**src/rtl/fsc_pkg.sv**
```systemverilog
package fsc_pkg;

  localparam logic [2:0] A_FHI  = 3'd0;
  localparam logic [2:0] A_FLO  = 3'd1;
  localparam logic [2:0] A_CTL  = 3'd2;
  localparam logic [2:0] A_PAGE = 3'd3;
  localparam logic [2:0] A_OFSL = 3'd4;
  localparam logic [2:0] A_OFSH = 3'd5;
  localparam logic [2:0] A_DATA = 3'd6;
  localparam logic [2:0] A_STAT = 3'd7;

  localparam logic [7:0] KEY_FIRST  = 8'h73;
  localparam logic [7:0] KEY_SECOND = 8'h8C;
  localparam logic [7:0] CMD_PROG   = 8'h01;
  localparam logic [7:0] CMD_PAGE   = 8'h02;
  localparam logic [7:0] CMD_MASS   = 8'h03;

  // kHz-scaled elapsed time gained per clock: one clock lasts 1000/F microseconds
  localparam int unsigned STEP_PER_CLK = 1000;

  typedef enum logic [1:0] {OP_PROG, OP_PAGE, OP_MASS} op_e;
  typedef enum logic [1:0] {LK_SHUT, LK_HALF, LK_OPEN} lock_e;

  function automatic logic is_cmd(input logic [7:0] v);
    return (v == CMD_PROG) || (v == CMD_PAGE) || (v == CMD_MASS);
  endfunction

  function automatic op_e cmd_to_op(input logic [7:0] v);
    case (v)
      CMD_PAGE: return OP_PAGE;
      CMD_MASS: return OP_MASS;
      default:  return OP_PROG;
    endcase
  endfunction

  function automatic logic freq_in_range(input logic [15:0] f, input int unsigned lo,
                                         input int unsigned hi);
    return (32'(f) >= lo) && (32'(f) <= hi);
  endfunction

endpackage

```
**src/rtl/fsc_lock.sv**
```systemverilog
module fsc_lock
  import fsc_pkg::*;
(
  input  logic       clk,
  input  logic       rst_n,
  input  logic       wr_ok,
  input  logic [2:0] wr_addr,
  input  logic [7:0] wr_data,
  output logic       open_o,
  output logic       cmd_fire_o,
  output op_e        cmd_op_o
);

  lock_e st;
  logic  ctl_wr;

  assign ctl_wr = wr_ok && (wr_addr == A_CTL);

  always_ff @(posedge clk or negedge rst_n) begin
    if (!rst_n) begin
      st <= LK_SHUT;
    end else if (wr_ok) begin
      case (st)
        LK_SHUT: st <= (ctl_wr && wr_data == KEY_FIRST)  ? LK_HALF : LK_SHUT;
        LK_HALF: st <= (ctl_wr && wr_data == KEY_SECOND) ? LK_OPEN : LK_SHUT;
        LK_OPEN: st <= ctl_wr ? LK_SHUT : LK_OPEN;
        default: st <= LK_SHUT;
      endcase
    end
  end

  assign open_o     = (st == LK_OPEN);
  assign cmd_fire_o = ctl_wr && (st == LK_OPEN) && is_cmd(wr_data);
  assign cmd_op_o   = cmd_to_op(wr_data);

endmodule

```
**src/rtl/fsc_timer.sv**
```systemverilog
module fsc_timer #(
  parameter int unsigned TGT_W = 34,
  parameter int unsigned STEP  = 1000
) (
  input  logic             clk,
  input  logic             rst_n,
  input  logic             start,
  input  logic [TGT_W-1:0] target,
  output logic             busy_o,
  output logic             finish_o
);

  logic [TGT_W-1:0] acc;
  logic [TGT_W-1:0] tgt;
  logic [TGT_W-1:0] acc_next;

  assign acc_next = acc + TGT_W'(STEP);
  assign finish_o = busy_o && (acc_next >= tgt);

  always_ff @(posedge clk or negedge rst_n) begin
    if (!rst_n) begin
      busy_o <= 1'b0;
      acc    <= '0;
      tgt    <= '0;
    end else if (start) begin
      busy_o <= 1'b1;
      acc    <= '0;
      tgt    <= target;
    end else if (busy_o) begin
      acc <= acc_next;
      if (finish_o) busy_o <= 1'b0;
    end
  end

endmodule

```
**src/rtl/fsc_drive.sv**
```systemverilog
module fsc_drive
  import fsc_pkg::*;
#(
  parameter int unsigned PAGE_W = 8,
  parameter int unsigned OFS_W  = 9,
  localparam int unsigned ADDR_W = PAGE_W + OFS_W
) (
  input  logic              clk,
  input  logic              rst_n,
  input  logic              load,
  input  op_e               op_in,
  input  logic [PAGE_W-1:0] page_in,
  input  logic [OFS_W-1:0]  ofs_in,
  input  logic [7:0]        data_in,
  input  logic              busy,
  output logic              prog_o,
  output logic              erase_o,
  output logic              mass_o,
  output logic [ADDR_W-1:0] addr_o,
  output logic [7:0]        data_o
);

  op_e               op_q;
  logic [PAGE_W-1:0] page_q;
  logic [OFS_W-1:0]  ofs_q;
  logic [7:0]        data_q;

  always_ff @(posedge clk or negedge rst_n) begin
    if (!rst_n) begin
      op_q   <= OP_PROG;
      page_q <= '0;
      ofs_q  <= '0;
      data_q <= '0;
    end else if (load) begin
      op_q   <= op_in;
      page_q <= page_in;
      ofs_q  <= ofs_in;
      data_q <= data_in;
    end
  end

  always_comb begin
    case (op_q)
      OP_PROG: addr_o = {page_q, ofs_q};
      OP_PAGE: addr_o = {page_q, {OFS_W{1'b0}}};
      default: addr_o = '0;
    endcase
  end

  assign data_o  = (op_q == OP_PROG) ? data_q : 8'hFF;
  assign prog_o  = busy && (op_q == OP_PROG);
  assign erase_o = busy && (op_q == OP_PAGE);
  assign mass_o  = busy && (op_q == OP_MASS);

endmodule

```
**src/rtl/flash_seq_ctrl.sv**
```systemverilog
module flash_seq_ctrl
  import fsc_pkg::*;
#(
  parameter int unsigned PROG_US  = 40,
  parameter int unsigned PAGE_US  = 10000,
  parameter int unsigned MASS_US  = 200000,
  parameter int unsigned PAGE_W   = 8,
  parameter int unsigned OFS_W    = 9,
  parameter int unsigned FREQ_MIN = 20,
  parameter int unsigned FREQ_MAX = 20000,
  localparam int unsigned ADDR_W  = PAGE_W + OFS_W,
  localparam int unsigned DUR_MAX = (MASS_US > PAGE_US)
                                    ? ((MASS_US > PROG_US) ? MASS_US : PROG_US)
                                    : ((PAGE_US > PROG_US) ? PAGE_US : PROG_US),
  localparam int unsigned DUR_W   = $clog2(DUR_MAX + 1),
  localparam int unsigned TGT_W   = DUR_W + 16,
  localparam int unsigned OFS_HI_W = OFS_W - 8
) (
  input  logic              clk,
  input  logic              rst_n,
  input  logic              wr_en,
  input  logic [2:0]        wr_addr,
  input  logic [7:0]        wr_data,
  input  logic [2:0]        rd_addr,
  output logic [7:0]        rd_data,
  output logic              busy_o,
  output logic              done_o,
  output logic              prog_o,
  output logic              erase_o,
  output logic              mass_o,
  output logic [ADDR_W-1:0] fl_addr_o,
  output logic [7:0]        fl_data_o
);

  logic [7:0]          freq_hi, freq_lo, page_q, ofs_lo, data_q;
  logic [OFS_HI_W-1:0] ofs_hi;
  logic                err_q;
  logic [15:0]         freq_val;
  logic                wr_ok;
  logic                unlocked;
  logic                cmd_fire;
  op_e                 cmd_op;
  logic                freq_ok;
  logic                cmd_accept;
  logic                cmd_reject;
  logic                op_finish;
  logic [DUR_W-1:0]    dur_sel;
  logic [TGT_W-1:0]    pulse_tgt;

  function automatic logic [TGT_W-1:0] scaled_target(input logic [DUR_W-1:0] dur_us,
                                                     input logic [15:0] f_khz);
    return TGT_W'(dur_us) * TGT_W'(f_khz);
  endfunction

  assign freq_val   = {freq_hi, freq_lo};
  assign wr_ok      = wr_en && !busy_o;
  assign freq_ok    = freq_in_range(freq_val, FREQ_MIN, FREQ_MAX);
  assign cmd_accept = cmd_fire && freq_ok;
  assign cmd_reject = cmd_fire && !freq_ok;

  always_comb begin
    case (cmd_op)
      OP_PAGE: dur_sel = DUR_W'(PAGE_US);
      OP_MASS: dur_sel = DUR_W'(MASS_US);
      default: dur_sel = DUR_W'(PROG_US);
    endcase
  end

  assign pulse_tgt = scaled_target(dur_sel, freq_val);

  always_ff @(posedge clk or negedge rst_n) begin
    if (!rst_n) begin
      freq_hi <= '0;
      freq_lo <= '0;
      page_q  <= '0;
      ofs_lo  <= '0;
      ofs_hi  <= '0;
      data_q  <= '0;
    end else if (wr_ok) begin
      case (wr_addr)
        A_FHI:  freq_hi <= wr_data;
        A_FLO:  freq_lo <= wr_data;
        A_PAGE: page_q  <= wr_data;
        A_OFSL: ofs_lo  <= wr_data;
        A_OFSH: ofs_hi  <= wr_data[OFS_HI_W-1:0];
        A_DATA: data_q  <= wr_data;
        default: ;
      endcase
    end
  end

  always_ff @(posedge clk or negedge rst_n) begin
    if (!rst_n) begin
      err_q  <= 1'b0;
      done_o <= 1'b0;
    end else begin
      done_o <= op_finish;
      if (cmd_accept)      err_q <= 1'b0;
      else if (cmd_reject) err_q <= 1'b1;
    end
  end

  always_comb begin
    case (rd_addr)
      A_FHI:  rd_data = freq_hi;
      A_FLO:  rd_data = freq_lo;
      A_PAGE: rd_data = page_q;
      A_OFSL: rd_data = ofs_lo;
      A_OFSH: rd_data = 8'(ofs_hi);
      A_DATA: rd_data = data_q;
      A_STAT: rd_data = {5'b0, unlocked, err_q, busy_o};
      default: rd_data = 8'h00;
    endcase
  end

  fsc_lock i_lock (
    .clk        (clk),
    .rst_n      (rst_n),
    .wr_ok      (wr_ok),
    .wr_addr    (wr_addr),
    .wr_data    (wr_data),
    .open_o     (unlocked),
    .cmd_fire_o (cmd_fire),
    .cmd_op_o   (cmd_op)
  );

  fsc_timer #(.TGT_W(TGT_W), .STEP(STEP_PER_CLK)) i_timer (
    .clk      (clk),
    .rst_n    (rst_n),
    .start    (cmd_accept),
    .target   (pulse_tgt),
    .busy_o   (busy_o),
    .finish_o (op_finish)
  );

  fsc_drive #(.PAGE_W(PAGE_W), .OFS_W(OFS_W)) i_drive (
    .clk     (clk),
    .rst_n   (rst_n),
    .load    (cmd_accept),
    .op_in   (cmd_op),
    .page_in (page_q[PAGE_W-1:0]),
    .ofs_in  ({ofs_hi, ofs_lo}),
    .data_in (data_q),
    .busy    (busy_o),
    .prog_o  (prog_o),
    .erase_o (erase_o),
    .mass_o  (mass_o),
    .addr_o  (fl_addr_o),
    .data_o  (fl_data_o)
  );

endmodule

```
**config.mk**
```make
export PLATFORM = sky130hd
export DESIGN_NAME = flash_seq_ctrl
export DESIGN_NICKNAME = d
export VERILOG_FILES = /design/src/rtl/fsc_pkg.sv /design/src/rtl/fsc_lock.sv /design/src/rtl/fsc_timer.sv /design/src/rtl/fsc_drive.sv /design/src/rtl/flash_seq_ctrl.sv
export SDC_FILE = /design/constraint.sdc
export NUM_CORES = 1
export LEC_CHECK = 0
export ABC_AREA = 1
export BUFFER_PORTS_ARGS = -buffer_cell sky130_fd_sc_hd__buf_2
export CORE_ASPECT_RATIO = 1.25
export CORE_UTILIZATION = 60
export DETAILED_ROUTE_END_ITERATION = 10
export PLACE_DENSITY = 0.77
export SYNTH_ARGS = -nofsm -noshare
export SYNTH_HDL_FRONTEND = slang
export SYNTH_HIERARCHICAL = 1
export SYNTH_SLANG_ARGS = --single-unit
```
**constraint.sdc**
```tcl
create_clock -name clk -period 8.8 [get_ports clk]
set_input_delay 2.2 -clock clk [delete_from_list [all_inputs] [get_ports clk]]
set_output_delay 2.2 -clock clk [all_outputs]
set_load 0.005 [all_outputs]
```
## Word level (Yosys, flattened, before mapping)

Index checks and enable logic that the tools add are counted.

- $add $sub $neg: 1
- $mul: 1
- Order comparisons: 3
- Equal/unequal tests: 23
- Muxes and demuxes: 16
- Reduce and logical (&&, ||, !) cells: 29

Operator list:

| operator | count |
|---|---|
| 34-bit two-way mux | 2 |
| 8-bit case mux with 7 select lines | 1 |
| 18-bit case mux with 2 select lines | 1 |
| 34-bit by 10-bit adder with 34-bit output (second input constant) | 1 |
| 34-bit >= comparator | 1 |
| 18-bit by 16-bit multiplier with 34-bit output | 1 |
| 17-bit case mux with 2 select lines | 1 |
| 3-bit equality test (second input constant) | 7 |
| 8-bit by 2-bit equality test with 1-bit output (second input constant) | 2 |
| 16-bit by 5-bit >= comparator with 1-bit output (second input constant) | 1 |
| 16-bit by 15-bit <= comparator with 1-bit output (second input constant) | 1 |
| 1-bit logical AND | 13 |
| 2-bit AND reduction | 6 |
| 3-bit by 2-bit equality test with 1-bit output (second input constant) | 3 |
| 8-bit by 1-bit equality test with 1-bit output (second input constant) | 1 |
| 8-bit by 7-bit equality test with 1-bit output (second input constant) | 1 |
| 8-bit equality test (second input constant) | 1 |
| 8-bit two-way mux | 1 |
| 2-bit by 1-bit equality test with 1-bit output (second input constant) | 3 |
| 2-bit equality test (second input constant) | 3 |
| 3-bit by 1-bit equality test with 1-bit output (second input constant) | 2 |
| 3-bit zero test | 2 |
| 1-bit two-way mux | 6 |
| 2-bit case mux with 3 select lines | 1 |
| other kinds (6) | 11 |

- Bits in registers: 141
- Bits of input ports: 17
- Output and inout bits: 38

## Longest topological paths before layout

- Word-level depth: 8
- Depth in mapped cells: 34

## Cells and area by module

Netlist, hierarchy kept.

By module, submodules not included:

| module | instances | cells each | area an instance (µm²) |
|---|---|---|---|
| flash_seq_ctrl | 1 | 1254 | 9389.0 |
| fsc_timer | 1 | 584 | 4327.9 |
| fsc_drive | 1 | 174 | 1307.5 |
| fsc_lock | 1 | 47 | 242.7 |

## Least setup slack after synthesis

Ideal clock, no wire load.

- Path kind: input-to-reg
- Start: in wr_data[5]
- End: reg i_timer.tgt[32]
- Setup time: 0.134 ns
- Arrival: 7.903 ns
- Slack: 0.763 ns
- Stages: 29
- Buffers on the path: 1
- Cell sequence: nor2_1 -> nand3_1 -> nor4_1 -> inv_1 -> ha_1 -> clkbuf_1 -> nand2_1 -> fa_1 -> fa_1 -> inv_1 -> fa_1 -> fa_1 -> fa_1 -> inv_1 -> fa_1 -> inv_1 -> ha_1 -> nand2_2 -> inv_1 -> nand2_1 -> nand2_1 -> nand2_1 -> nand2_1 -> a21oi_1 -> nand2_1 -> nand2_1 -> nand2_1 -> nand2_1 -> o21ai_0

- Word-level cells in the longest chain between the ends: 5

Ends and longest elaborated chain:

| item | RTL line | text |
|---|---|---|
| start, declared | flash_seq_ctrl.sv:23 | `input logic [7:0] wr_data,` |
| 8-bit by 2-bit equality test with 1-bit output | fsc_pkg.sv:29 | `case (v)` |
| 2-bit case mux with 2 select lines (*) | fsc_pkg.sv:29 |  |
| via cmd_op[0] | flash_seq_ctrl.sv:42 | `op_e cmd_op;` |
| 2-bit equality test / 2-bit by 1-bit equality test with 1-bit output (equally long branches) | flash_seq_ctrl.sv:62 | `case (cmd_op)` |
| 18-bit case mux with 2 select lines (*) | flash_seq_ctrl.sv:62 |  |
| 18-bit by 16-bit multiplier with 34-bit output (*) | flash_seq_ctrl.sv:52 | `return TGT_W'(dur_us) * TGT_W'(f_khz);` |
| via pulse_tgt[32] | flash_seq_ctrl.sv:48 | `logic [TGT_W-1:0] pulse_tgt;` |
| end signal, assigned | fsc_timer.sv:28 | `tgt <= target;` |
| end, declared | fsc_timer.sv:14 | `logic [TGT_W-1:0] tgt;` |

The timed path passes the listed nets; every way through them passes the cells marked *.
A chain may end at the register's enable or synchronous reset.

## Worst setup path in the final report

- Start: in wr_data[5]
- End: reg i_timer.tgt[26]

Same word-level chain as after synthesis.

==> run summary <==
fraction of synthesized area in multiplexers: 0
CTS clk-pin slew, worst paths: 0.07 ns
Leak: 10.02 nW
Die Ht: 180.3 um
Sw Share: 0.2634
fraction of layout instances using a drive strength above 1: 0.1050
Yosys reg bits: 138
f_max: 0.1193 GHz
Syn Inst Count: 2,059
global placement routability congestion: 0.9368
Sinks on Clock Net: 138
Switching Power: 0.3810 mW
GRT Total Usage: 0.3050
die width: 144.7 um
antenna violations before repair: 0
Async S/R FF share, synth: 1.000
CP top delay family: adder cells
Final period util: 0.9528
Final ANT Viol Nets: 0
hold buffer count at CTS: 0
number of DRC markers in iteration 0: 691
placed insts: 2,431
Slew Limit Fails: 0
num rows: 64
Yosys warnings: 6
Worst Setup End Kind: flop
EDFF count, synth: 0
top_reg_cell synth: dfrtp_1
Layout area overhead: 8.171%
global route overflow: 0
PortBufs: 54
hold crit path type: reg -> reg
max cap viols: 0
Starting Density: 0.6170
worst-margin pin slew: 0.9198 ns
area leader, netlist: dfrtp_1
buffers plus inverters on the worst setup path: 7
largest family of logic cells by synthesized area: adder cells
Comb power frac: 0.049
post-synthesis xor/xnor area fraction: 0.02155
Syn Area/Cell: 7.415 sq um
Yosys cell types: 53
hpwl dp: 30,360 um
Place WS: 0.06934 ns
final WL: 36,850 um
CTS Root Cell: clkbuf_16
drt wl/cell: 14.96 um
RSZ-0062 raised after global routing: false
synthesized cell area: 15,270 sq um
first-pass GRT wire length: 61,420 um
core outline area: 24,740 sq um
worst setup margin: 0.4150 ns
H-tree levels: 4
part of the power in registers: 0.445
Setup Skew: 0.01321 ns
I/O pins: 55
number of global-route vias before repair: 12,940
post-route insts no fill: 2,463
crit path kind: in -> reg
CTS buffer count: 17
diodes inserted: 0
status: complete, no violations
CTS tree: built
vias: 12,610
CP max FO: 12
Final min period: 8.385 ns
top cells by area, synth: dfrtp_1 23%, ha_1 15%, fa_1 15%, nand2_1 14%, inv_1 13%
Commonest cells post-synth: 563 x nand2_1, 516 x inv_1, 182 x ha_1
clock latency on the worst-skew pair: 0.44 ns
Power Density: 87.58 nW/um^2
Synth Area in Compound Gates: 0.05770
share of the synthesized area in the top cell type: 0.2262
Rel. slew slack: 0.3868
slowest CP cell: fa_1
Synth Area in Adders: 0.2973
pin count of the biggest net entering global routing: 95
peak supply drop: 0.1314 mV
cell with the most instances after synthesis: nand2_1
Seq/Total Area, Yosys: 0.2262
Initial DRT Pass Iterations: 5
clock power share: 0.507
Post-CTS Setup Repair Bufs: 0
final hold vios: 0
worst path arrival time: 8.66 ns
Pint: 1.065 mW
post-route setup TNS: 0 ns
Critical Path RT: 9.07 ns
Longest Clk Path Bufs: 2
Setup-failing EPs final: 0
nets: 2,432
Synth Area in Simple Gates: 0.2532
Crit path top cell by count: fa_1
Remaining DRCs: 0
startpoint types: primary input
CP max stage delay: 0.54 ns
DR vias/cell: 5.121
die area: 26,090 sq um
post-cts resize count: 0
registers in the layout, indices dropped and copies added (netlist names):
| register | cells |
|---|---|
| i_drive/ofs_q | 9 |
| i_drive/page_q | 8 |
| ofs_hi | 1 |
| i_drive/data_q | 8 |
| freq_hi | 8 |
| ofs_lo | 8 |
| i_timer/busy_o | 1 |
| done_o | 1 |
| i_timer/tgt | 34 |
| page_q | 8 |
| i_drive/op_q | 2 |
| err_q | 1 |
| i_timer/acc | 31 |
| freq_lo | 8 |
| data_q | 8 |
| i_lock/st | 2 |
final cells by class:
cell class | instances | area [sq um]
Timing Repair Buffer | 74 | 426.7
Fill cell | 2101 | 8229
Clock inverter | 14 | 151.4
Clock buffer | 18 | 439.2
Inverter | 530 | 1998
Sequential cell | 138 | 3453
Tap cell | 330 | 412.9
Multi-Input combinational cell | 1359 | 9633
path summary, 6_finish.rpt:
check                                      start                to  slack (ns)  cells after the start
worst min-delay path            i_drive/ofs_q[6]  i_drive/ofs_q[6]        0.48                      2
min in group asynchronous                  rst_n   i_timer/tgt[31]        1.77                      1
max in group asynchronous                  rst_n  i_drive/ofs_q[5]        5.63                      2
worst max register to register        freq_hi[3]   i_timer/tgt[26]        3.07                     21
worst min register to register  i_drive/ofs_q[6]  i_drive/ofs_q[6]        0.48                      2
worst max-delay path                  wr_data[5]   i_timer/tgt[26]        0.41                     28
per-stage QoR:
step,utilization,hold WS [ns],cell area (sq um),power (mW)
2_1_floorplan,-,0.4419,15270,0.6886
3_3_place_gp,0.6436,0.4554,15920,0.7238
3_5_place_dp,0.6436,0.4583,15920,0.7253
4_1_cts,0.6674,0.4779,16510,1.451
6_report,0.6674,0.4760,16510,1.446
5_1_grt,0.6674,0.4984,16510,1.488
worst min-delay path, delay by kind of cell, from the launching register on:
kind / cells / cell delay [ns]
and+or+nand+nor: 2 / 0.11
DFF: 1 / 0.35
routing by layer:
layer / vias to the layer above / share of wire / global-route usage
met3: 115 / 0.035 / 0.03322
met2: 313 / 0.51 / 0.5431
li1: 6290 / - / -
met4: 0 / 0.056 / 0.1777
met5: - / 0 / 0
met1: 5895 / 0.40 / 0.3473
layout by cell type, fill, tap and decap left out, types with 20 or more instances in the layout:
cell and n:
nor2_1 112, nand2_2 39, a21oi_1 38, nand2_1 563
xor2_1 26, fa_1 113, inv_1 516, o21ai_0 66
buf_2 53, ha_1 182, nand3_1 67, dfrtp_1 138
buf_4 20
power groups by stage:
stage,clock network (mW),registers (mW),logic [mW]
after floorplan,0,0.652,0.0363
after global placement,0,0.655,0.0693
after detailed placement,0,0.655,0.0706
after CTS,0.738,0.643,0.0710
after global routing,0.764,0.643,0.0805
final,0.733,0.643,0.0705
logic make-up after synthesis:
kind of cell | Yosys count
compound gates | 154
flops | 138
other cells | 1
xor+xnor | 35
simple gates | 872
buf+inv | 564
fa+ha+maj | 295
Power figures use the tool's default switching activity.
